[src/rtl/spareRemapPkg.sv]
package spareRemapPkg;

  // control-to-datapath strobes
  typedef struct packed {
    logic load;   // latch mode inputs, clear counters
    logic step;   // issue one source read, advance counters
    logic wrEn;   // write the byte read in the previous cycle
  } remapStrobe_t;

  typedef enum logic [1:0] {
    ST_IDLE,
    ST_RUN,
    ST_TAIL,
    ST_DONE
  } remapState_t;

endpackage

[src/rtl/spareRemapCtrl.sv]
module spareRemapCtrl
  import spareRemapPkg::*;
(
  input  logic         clk,
  input  logic         rstN,
  input  logic         start,
  input  logic         oobZero,
  input  logic         lastByte,
  output remapStrobe_t strobe,
  output logic         done,
  output logic         busy
);

  remapState_t state, stateNext;
  logic        wrEnQ;

  always_comb begin
    stateNext = state;
    case (state)
      ST_IDLE: if (start) stateNext = oobZero ? ST_DONE : ST_RUN;
      ST_RUN:  if (lastByte) stateNext = ST_TAIL;
      ST_TAIL: stateNext = ST_DONE;
      ST_DONE: stateNext = ST_IDLE;
      default: stateNext = ST_IDLE;
    endcase
  end

  always_ff @(posedge clk) begin
    if (!rstN) begin
      state <= ST_IDLE;
      wrEnQ <= 1'b0;
    end else begin
      state <= stateNext;
      wrEnQ <= (state == ST_RUN);
    end
  end

  always_comb begin
    strobe.load = (state == ST_IDLE) && start;
    strobe.step = (state == ST_RUN);
    strobe.wrEn = wrEnQ;
  end

  assign done = (state == ST_DONE);
  assign busy = (state != ST_IDLE);

endmodule

[src/rtl/spareRemapPath.sv]
module spareRemapPath
  import spareRemapPkg::*;
#(
  parameter int MAX_SECT   = 4,
  parameter int STRIDE     = 16,
  parameter int SECT_BYTES = 512,
  parameter int PAGE_W     = $clog2(MAX_SECT * SECT_BYTES) + 1,
  parameter int OOB_W      = $clog2(MAX_SECT * STRIDE) + 1,
  parameter int SPARE_AW   = $clog2(MAX_SECT * STRIDE) + 1,
  parameter int BUF_AW     = $clog2(MAX_SECT * SECT_BYTES + 2 * MAX_SECT * STRIDE)
) (
  input  logic                clk,
  input  logic                rstN,
  input  remapStrobe_t        strobe,
  input  logic                dirScatter,
  input  logic [PAGE_W-1:0]   pageSize,
  input  logic [OOB_W-1:0]    oobSize,
  output logic                oobZero,
  output logic                lastByte,
  output logic [SPARE_AW-1:0] spareAddr,
  output logic [7:0]          spareWdata,
  output logic                spareWe,
  input  logic [7:0]          spareRdata,
  output logic [BUF_AW-1:0]   bufAddr,
  output logic [7:0]          bufWdata,
  output logic                bufWe,
  input  logic [7:0]          bufRdata
);

  localparam int SECT_SHIFT = $clog2(SECT_BYTES);
  localparam int SEC_W      = (MAX_SECT > 1) ? $clog2(MAX_SECT) : 1;
  localparam int LG_W       = $clog2(SEC_W + 1) + 1;

  // ---- decode of the mode inputs (used only at load) ----
  logic [PAGE_W-1:0] inSecCnt;
  logic [LG_W-1:0]   inLg;
  logic [SEC_W-1:0]  inLastSec;
  logic [OOB_W-1:0]  inLen;
  logic [OOB_W-1:0]  inLastLen;
  logic [SEC_W-1:0]  inStartSec;

  always_comb begin
    inSecCnt = pageSize >> SECT_SHIFT;
    inLg     = '0;
    for (int j = 0; j <= SEC_W; j++) begin
      if (inSecCnt[j]) inLg = LG_W'(j);
    end
    inLastSec  = SEC_W'(inSecCnt - 1'b1);
    inLen      = (oobSize >> (inLg + 1'b1)) << 1;
    inLastLen  = oobSize - OOB_W'(inLastSec) * inLen;
    inStartSec = (inLen == '0) ? inLastSec : '0;
  end

  assign oobZero = (oobSize == '0);

  // ---- latched transfer state ----
  logic [SEC_W-1:0]    lastSecQ, secQ;
  logic [OOB_W-1:0]    lenQ, lastLenQ, offQ, idxQ;
  logic [PAGE_W-1:0]   pageQ;
  logic                dirQ;
  logic [SPARE_AW-1:0] prevSpareQ;
  logic [BUF_AW-1:0]   prevArrQ;

  logic [OOB_W-1:0]    curLen;
  logic [SPARE_AW-1:0] curSpare;
  logic [BUF_AW-1:0]   curArr;
  logic                secEnd;

  always_comb begin
    curLen   = (secQ == lastSecQ) ? lastLenQ : lenQ;
    secEnd   = (offQ == curLen - 1'b1);
    lastByte = (secQ == lastSecQ) && secEnd;
    curSpare = SPARE_AW'(secQ) * SPARE_AW'(STRIDE) + SPARE_AW'(offQ);
    curArr   = BUF_AW'(pageQ) + BUF_AW'(idxQ);
  end

  always_ff @(posedge clk) begin
    if (!rstN) begin
      lastSecQ   <= '0;
      secQ       <= '0;
      lenQ       <= '0;
      lastLenQ   <= '0;
      offQ       <= '0;
      idxQ       <= '0;
      pageQ      <= '0;
      dirQ       <= 1'b0;
      prevSpareQ <= '0;
      prevArrQ   <= '0;
    end else if (strobe.load) begin
      lastSecQ <= inLastSec;
      secQ     <= inStartSec;
      lenQ     <= inLen;
      lastLenQ <= inLastLen;
      offQ     <= '0;
      idxQ     <= '0;
      pageQ    <= pageSize;
      dirQ     <= dirScatter;
    end else if (strobe.step) begin
      prevSpareQ <= curSpare;
      prevArrQ   <= curArr;
      idxQ       <= idxQ + 1'b1;
      if (secEnd) begin
        secQ <= secQ + 1'b1;
        offQ <= '0;
      end else begin
        offQ <= offQ + 1'b1;
      end
    end
  end

  // ---- port steering: source port reads current, destination writes previous ----
  always_comb begin
    spareAddr  = dirQ ? prevSpareQ : curSpare;
    bufAddr    = dirQ ? curArr : prevArrQ;
    spareWe    = strobe.wrEn && dirQ;
    bufWe      = strobe.wrEn && !dirQ;
    spareWdata = bufRdata;
    bufWdata   = spareRdata;
  end

endmodule

[src/rtl/nandSpareRemap.sv]
module nandSpareRemap
  import spareRemapPkg::*;
#(
  parameter int MAX_SECT   = 4,
  parameter int STRIDE     = 16,
  parameter int SECT_BYTES = 512,
  parameter int PAGE_W     = $clog2(MAX_SECT * SECT_BYTES) + 1,
  parameter int OOB_W      = $clog2(MAX_SECT * STRIDE) + 1,
  parameter int SPARE_AW   = $clog2(MAX_SECT * STRIDE) + 1,
  parameter int BUF_AW     = $clog2(MAX_SECT * SECT_BYTES + 2 * MAX_SECT * STRIDE)
) (
  input  logic                clk,
  input  logic                rstN,
  input  logic                start,
  input  logic                dirScatter,
  input  logic [PAGE_W-1:0]   pageSize,
  input  logic [OOB_W-1:0]    oobSize,
  output logic                done,
  output logic [SPARE_AW-1:0] spareAddr,
  output logic [7:0]          spareWdata,
  output logic                spareWe,
  input  logic [7:0]          spareRdata,
  output logic [BUF_AW-1:0]   bufAddr,
  output logic [7:0]          bufWdata,
  output logic                bufWe,
  input  logic [7:0]          bufRdata
);

  remapStrobe_t strobe;
  logic         oobZero;
  logic         lastByte;
  logic         busy;

  spareRemapCtrl i_ctrl (
    .clk      (clk),
    .rstN     (rstN),
    .start    (start),
    .oobZero  (oobZero),
    .lastByte (lastByte),
    .strobe   (strobe),
    .done     (done),
    .busy     (busy)
  );

  spareRemapPath #(
    .MAX_SECT   (MAX_SECT),
    .STRIDE     (STRIDE),
    .SECT_BYTES (SECT_BYTES),
    .PAGE_W     (PAGE_W),
    .OOB_W      (OOB_W),
    .SPARE_AW   (SPARE_AW),
    .BUF_AW     (BUF_AW)
  ) i_path (
    .clk        (clk),
    .rstN       (rstN),
    .strobe     (strobe),
    .dirScatter (dirScatter),
    .pageSize   (pageSize),
    .oobSize    (oobSize),
    .oobZero    (oobZero),
    .lastByte   (lastByte),
    .spareAddr  (spareAddr),
    .spareWdata (spareWdata),
    .spareWe    (spareWe),
    .spareRdata (spareRdata),
    .bufAddr    (bufAddr),
    .bufWdata   (bufWdata),
    .bufWe      (bufWe),
    .bufRdata   (bufRdata)
  );

endmodule

[config.mk]
export PLATFORM = sky130hd
export DESIGN_NAME = nandSpareRemap
export DESIGN_NICKNAME = d
export VERILOG_FILES = /design/src/rtl/spareRemapPkg.sv /design/src/rtl/spareRemapCtrl.sv /design/src/rtl/spareRemapPath.sv /design/src/rtl/nandSpareRemap.sv
export SDC_FILE = /design/constraint.sdc
export NUM_CORES = 1
export LEC_CHECK = 0
export ABC_AREA = 1
export BUFFER_PORTS_ARGS = -buffer_cell sky130_fd_sc_hd__buf_2
export CAP_MARGIN = 10
export CORE_MARGIN = 4
export CORE_UTILIZATION = 49
export DETAILED_ROUTE_END_ITERATION = 16
export GPL_TIMING_DRIVEN = 0
export HOLD_SLACK_MARGIN = 0.15
export PLACE_DENSITY = 0.76
export SETUP_SLACK_MARGIN = 0.15
export SLEW_MARGIN = 20
export SYNTH_ARGS = -nofsm -noshare
export SYNTH_HDL_FRONTEND = slang
export SYNTH_SLANG_ARGS = --single-unit
[constraint.sdc]
create_clock -name clk -period 3.2 [get_ports clk]
set_input_delay 0.96 -clock clk [delete_from_list [all_inputs] [get_ports clk]]
set_output_delay 0.96 -clock clk [all_outputs]
set_load 0.1 [all_outputs]
==> flow_summary_export.csv <==
group,metric,value,unit
outcome,outcome,"complete, but fails checks",
outcome,violations,"setup timing",
clocking,cts_tree,"yes",
floorplanning,die_h,101,um
synthesis,synthMuxAreaShare,0.00236,
worst_setup_path,crit_chain,"inv_1 -> fa_2 -> o21ai_2 -> a21oi_2 -> o21bai_1 -> nand2_1 -> a21oi_2 -> xor2_1 -> nand2_1 -> o21ai_2 -> buf_12",
global_route,grt_use_total,0.237,
clocking,tritoncts.num_buffers,9,
synthesis,synth-adder-area-share,0.0927,
timing,slew_violations,0,
timing,fin_setup_tns,-760,ps
worst_setup_path,crit_slowest_cell,"fa_2",
clocking,hold_buffers,0,
power,total_power,4.47,mW
placed_design,dp_slack,-502,ps
worst_setup_path,critical_path.startpoint_type,"flop",
final_layout,fin_nets,792,
timing,worst_slack,-317,ps
global_route,grt_pass1_vias,4151,
final_layout,fin_util,0.680,
global_route,grt_max_degree,12,
synthesis,async_reset_ff_frac,0,
floorplanning,num_io_pins,77,
final_layout,final_cell_area,5640,sq um
synthesis,ys_types,40,
power,power_density,792,nW/um^2
placed_design,dp_hpwl,8710,um
worst_setup_path,critPathMaxFanout,2,
worst_hold_path,holdCritPathClass,"flop to flop",
synthesis,synth_cells,623,
placed_design,finalWeightedCongestion,0.903,
placed_design,dp_cells,788,
global_route,antenna_found_initial,0,
synthesis,synth-edff-count,0,
timing,rsz0062_at_grt,"yes",
synthesis,synth_top_family_by_area,"simple AND/OR/NAND/NOR gates",
synthesis,synthSimpleGateAreaFrac,0.263,
synthesis,yosysWarnings,0,
route,drtIter0Drc,265,
route,route.vias.total,4487,
worst_setup_path,cp_top_family,"compound AO/OA/AOI/OAI gates",
clocking,htree_levels,3,
clocking,clk_latency,350,ps
power,vdd_drop_max,0.000341,V
timing,period_needed,3520,ps
worst_setup_path,arrival,2560,ps
global_route,grt_pass1_wl,19400,um
synthesis,yosys_register_bits,66,
final_layout,antenna_cells,0,
placed_design,port_buffers,60,
route,met1_length,5230,um
timing,fmax,0.284,GHz
route,wl_met2,6070,um
final_layout,instances_no_fill,834,
route,postRouteWirelength,12600,um
timing,relSlewSlack,0.533,
worst_setup_path,crit_type,"flop to output port",
clocking,cts_buffer_depth,2,
synthesis,seq_area_frac_synth,0.312,
synthesis,synth_compound_area_frac,0.161,
timing,fin_worst_skew,13.9,ps
floorplanning,fp.coreArea,8300,sq um
route,antenna_left,0,
placed_design,placed_cell_area,4750,sq um
synthesis,synth_nets,691,
global_route,grt-ovfl-total,0,
final_layout,layout-drive-gt1-share,0.288,
route,dr_wl_met3,886,um
clocking,cts_root_buf,"clkbuf_8",
worst_setup_path,crit_buf_inv,2,
final_layout,nFillCells,655,
clocking,clock_sinks,66,
timing,hold_ws,466,ps
final_layout,syn_to_final_growth,33.2,%
timing,hold_viol,0,
floorplanning,dieArea,10200,sq um
worst_setup_path,worstSetupEndpointType,"output port",
timing,final.period_utilization,1.10,
route,dr.pass1.iters,5,
worst_setup_path,slowest_delay,410,ps
synthesis,synth_flop_cell,"dfxtp_1",
floorplanning,initial_core_util,0.510,
route,top_layer,"met4",
floorplanning,core.rowCount,33,
power,leakage,2.70,nW
route,drc,0,
synthesis,avgSynthCellArea,6.80,sq um
run,drv_cap,0,
route,vias_per_cell,5.38,
route,wire_per_inst,15.1,um
timing,setup_viol,3,
clocking,clk_pin_slew,80,ps
timing,tightest_slew,701,ps
synthesis,netlist_area,4240,sq um
worst_setup_path,cp_data_required_time,2240,ps
floorplanning,chipWidth,101,um
synthesis,synth-xor-area-share,0.0393,
[power by group]
group / leakage, nW / switching (mW) / total (mW) / internal, mW
sequential: 0.546 / 0.142 / 1.17 / 1.03
clock: 0.0831 / 0.328 / 0.607 / 0.279
combinational: 2.07 / 1.88 / 2.69 / 0.809
total: 2.70 / 2.35 / 4.47 / 2.12
[cell usage after synthesis, types with 3 or more instances]
library cell  instances  area [sq um]
nand2_1             115           432
inv_1                95           357
nor2_1               68           255
dfxtp_1              66          1320
o21ai_0              60           300
nand3_1              42           210
a21oi_1              41           205
ha_1                 25           313
buf_4                16           120
clkbuf_1             15          56.3
xor2_1               12           105
o22ai_1               7          43.8
xnor2_1               7          61.3
nand2_4               6          67.6
nand2_2               5          31.3
fa_1                  4          80.1
a31oi_1               3          18.8
clkinv_1              3          11.3
nand4_1               3          18.8
o221ai_1              3          26.3
[cells in the final DEF, fill, tap and decap left out, types with 8 or more instances in the layout]
cell and instances:
buf_2 46, nand3_1 40, o21ai_1 9, ha_1 18, o21ai_0 43, buf_4 43, nand2_1 108, nand2_4 8
xor2_1 8, nor2_1 62, nand2_2 9, dfxtp_1 58, inv_2 9, clkbuf_8 12, a21oi_1 34, clkbuf_1 17
inv_1 86
[cell type report]
type	instances	area, sq um	area share
multi-input combinational	426	2760	0.489
sequential	66	1340	0.238
timing repair buffer	90	691	0.122
inverter	99	374	0.0663
buffer	32	181	0.0322
clock buffer	11	131	0.0233
tap	105	131	0.0233
clock inverter	5	31.3	0.00554
[flip-flops by register name (all words and copies together), names as in the netlist]
name and cells:
i_path.lastSecQ 2, i_path.prevSpareQ 7, i_ctrl.wrEnQ 1, i_path.offQ 7
i_path.lenQ 6, i_path.lastLenQ 7, i_path.secQ 2, i_path.idxQ 7
i_path.prevArrQ 12, i_path.dirQ 1, i_path.pageQ 12, i_ctrl.state 2
[worst reg2reg max path: stages, from the launching register on]
cell	delay (ps)
dfxtp_1	390
inv_1	100
ha_1	220
nand2_1	360
inv_1	260
nor2_1	280
clkbuf_1	440
o21ai_0	170
a21oi_1	140
[kinds of logic after synthesis]
| family | after synthesis |
|---|---|
| DFF | 66 |
| buffers and inverters | 131 |
| xor gates and xnor gates | 19 |
| adders and majority gates | 29 |
| AOI/OAI and AO/OA | 125 |
| muxes | 1 |
| and+or+nand+nor | 252 |
[layer usage]
layer / track usage / vias to the layer above
li1: - / 2193
met1: 0.301 / 2069
met2: 0.403 / 183
met3: 0.0422 / 42
met4: 0.0838 / 0
met5: 0 / -
[repair_timing]
| action | in CTS | in global routing |
|---|---|---|
| gates resized for setup | 85 | 47 |
| endpoints found under the hold margin | 0 | 0 |
| setup endpoints to repair | 13 | 14 |
| pin swaps | 33 | 32 |
| buffers inserted | 19 | 11 |
| gates cloned | 0 | 0 |
[path summary, 6_finish.rpt]
check,from,cells after the start,slack (ps),end
worst max-delay path,i_path.pageQ[1],11,-320,bufAddr[8]
worst max register to register,i_ctrl.state[0],8,780,i_path.idxQ[6]
worst min-delay path,i_path.prevSpareQ[0],2,470,i_path.prevSpareQ[0]
worst min register to register,i_path.prevSpareQ[0],2,470,i_path.prevSpareQ[0]
(Power assumes the default switching activity.)
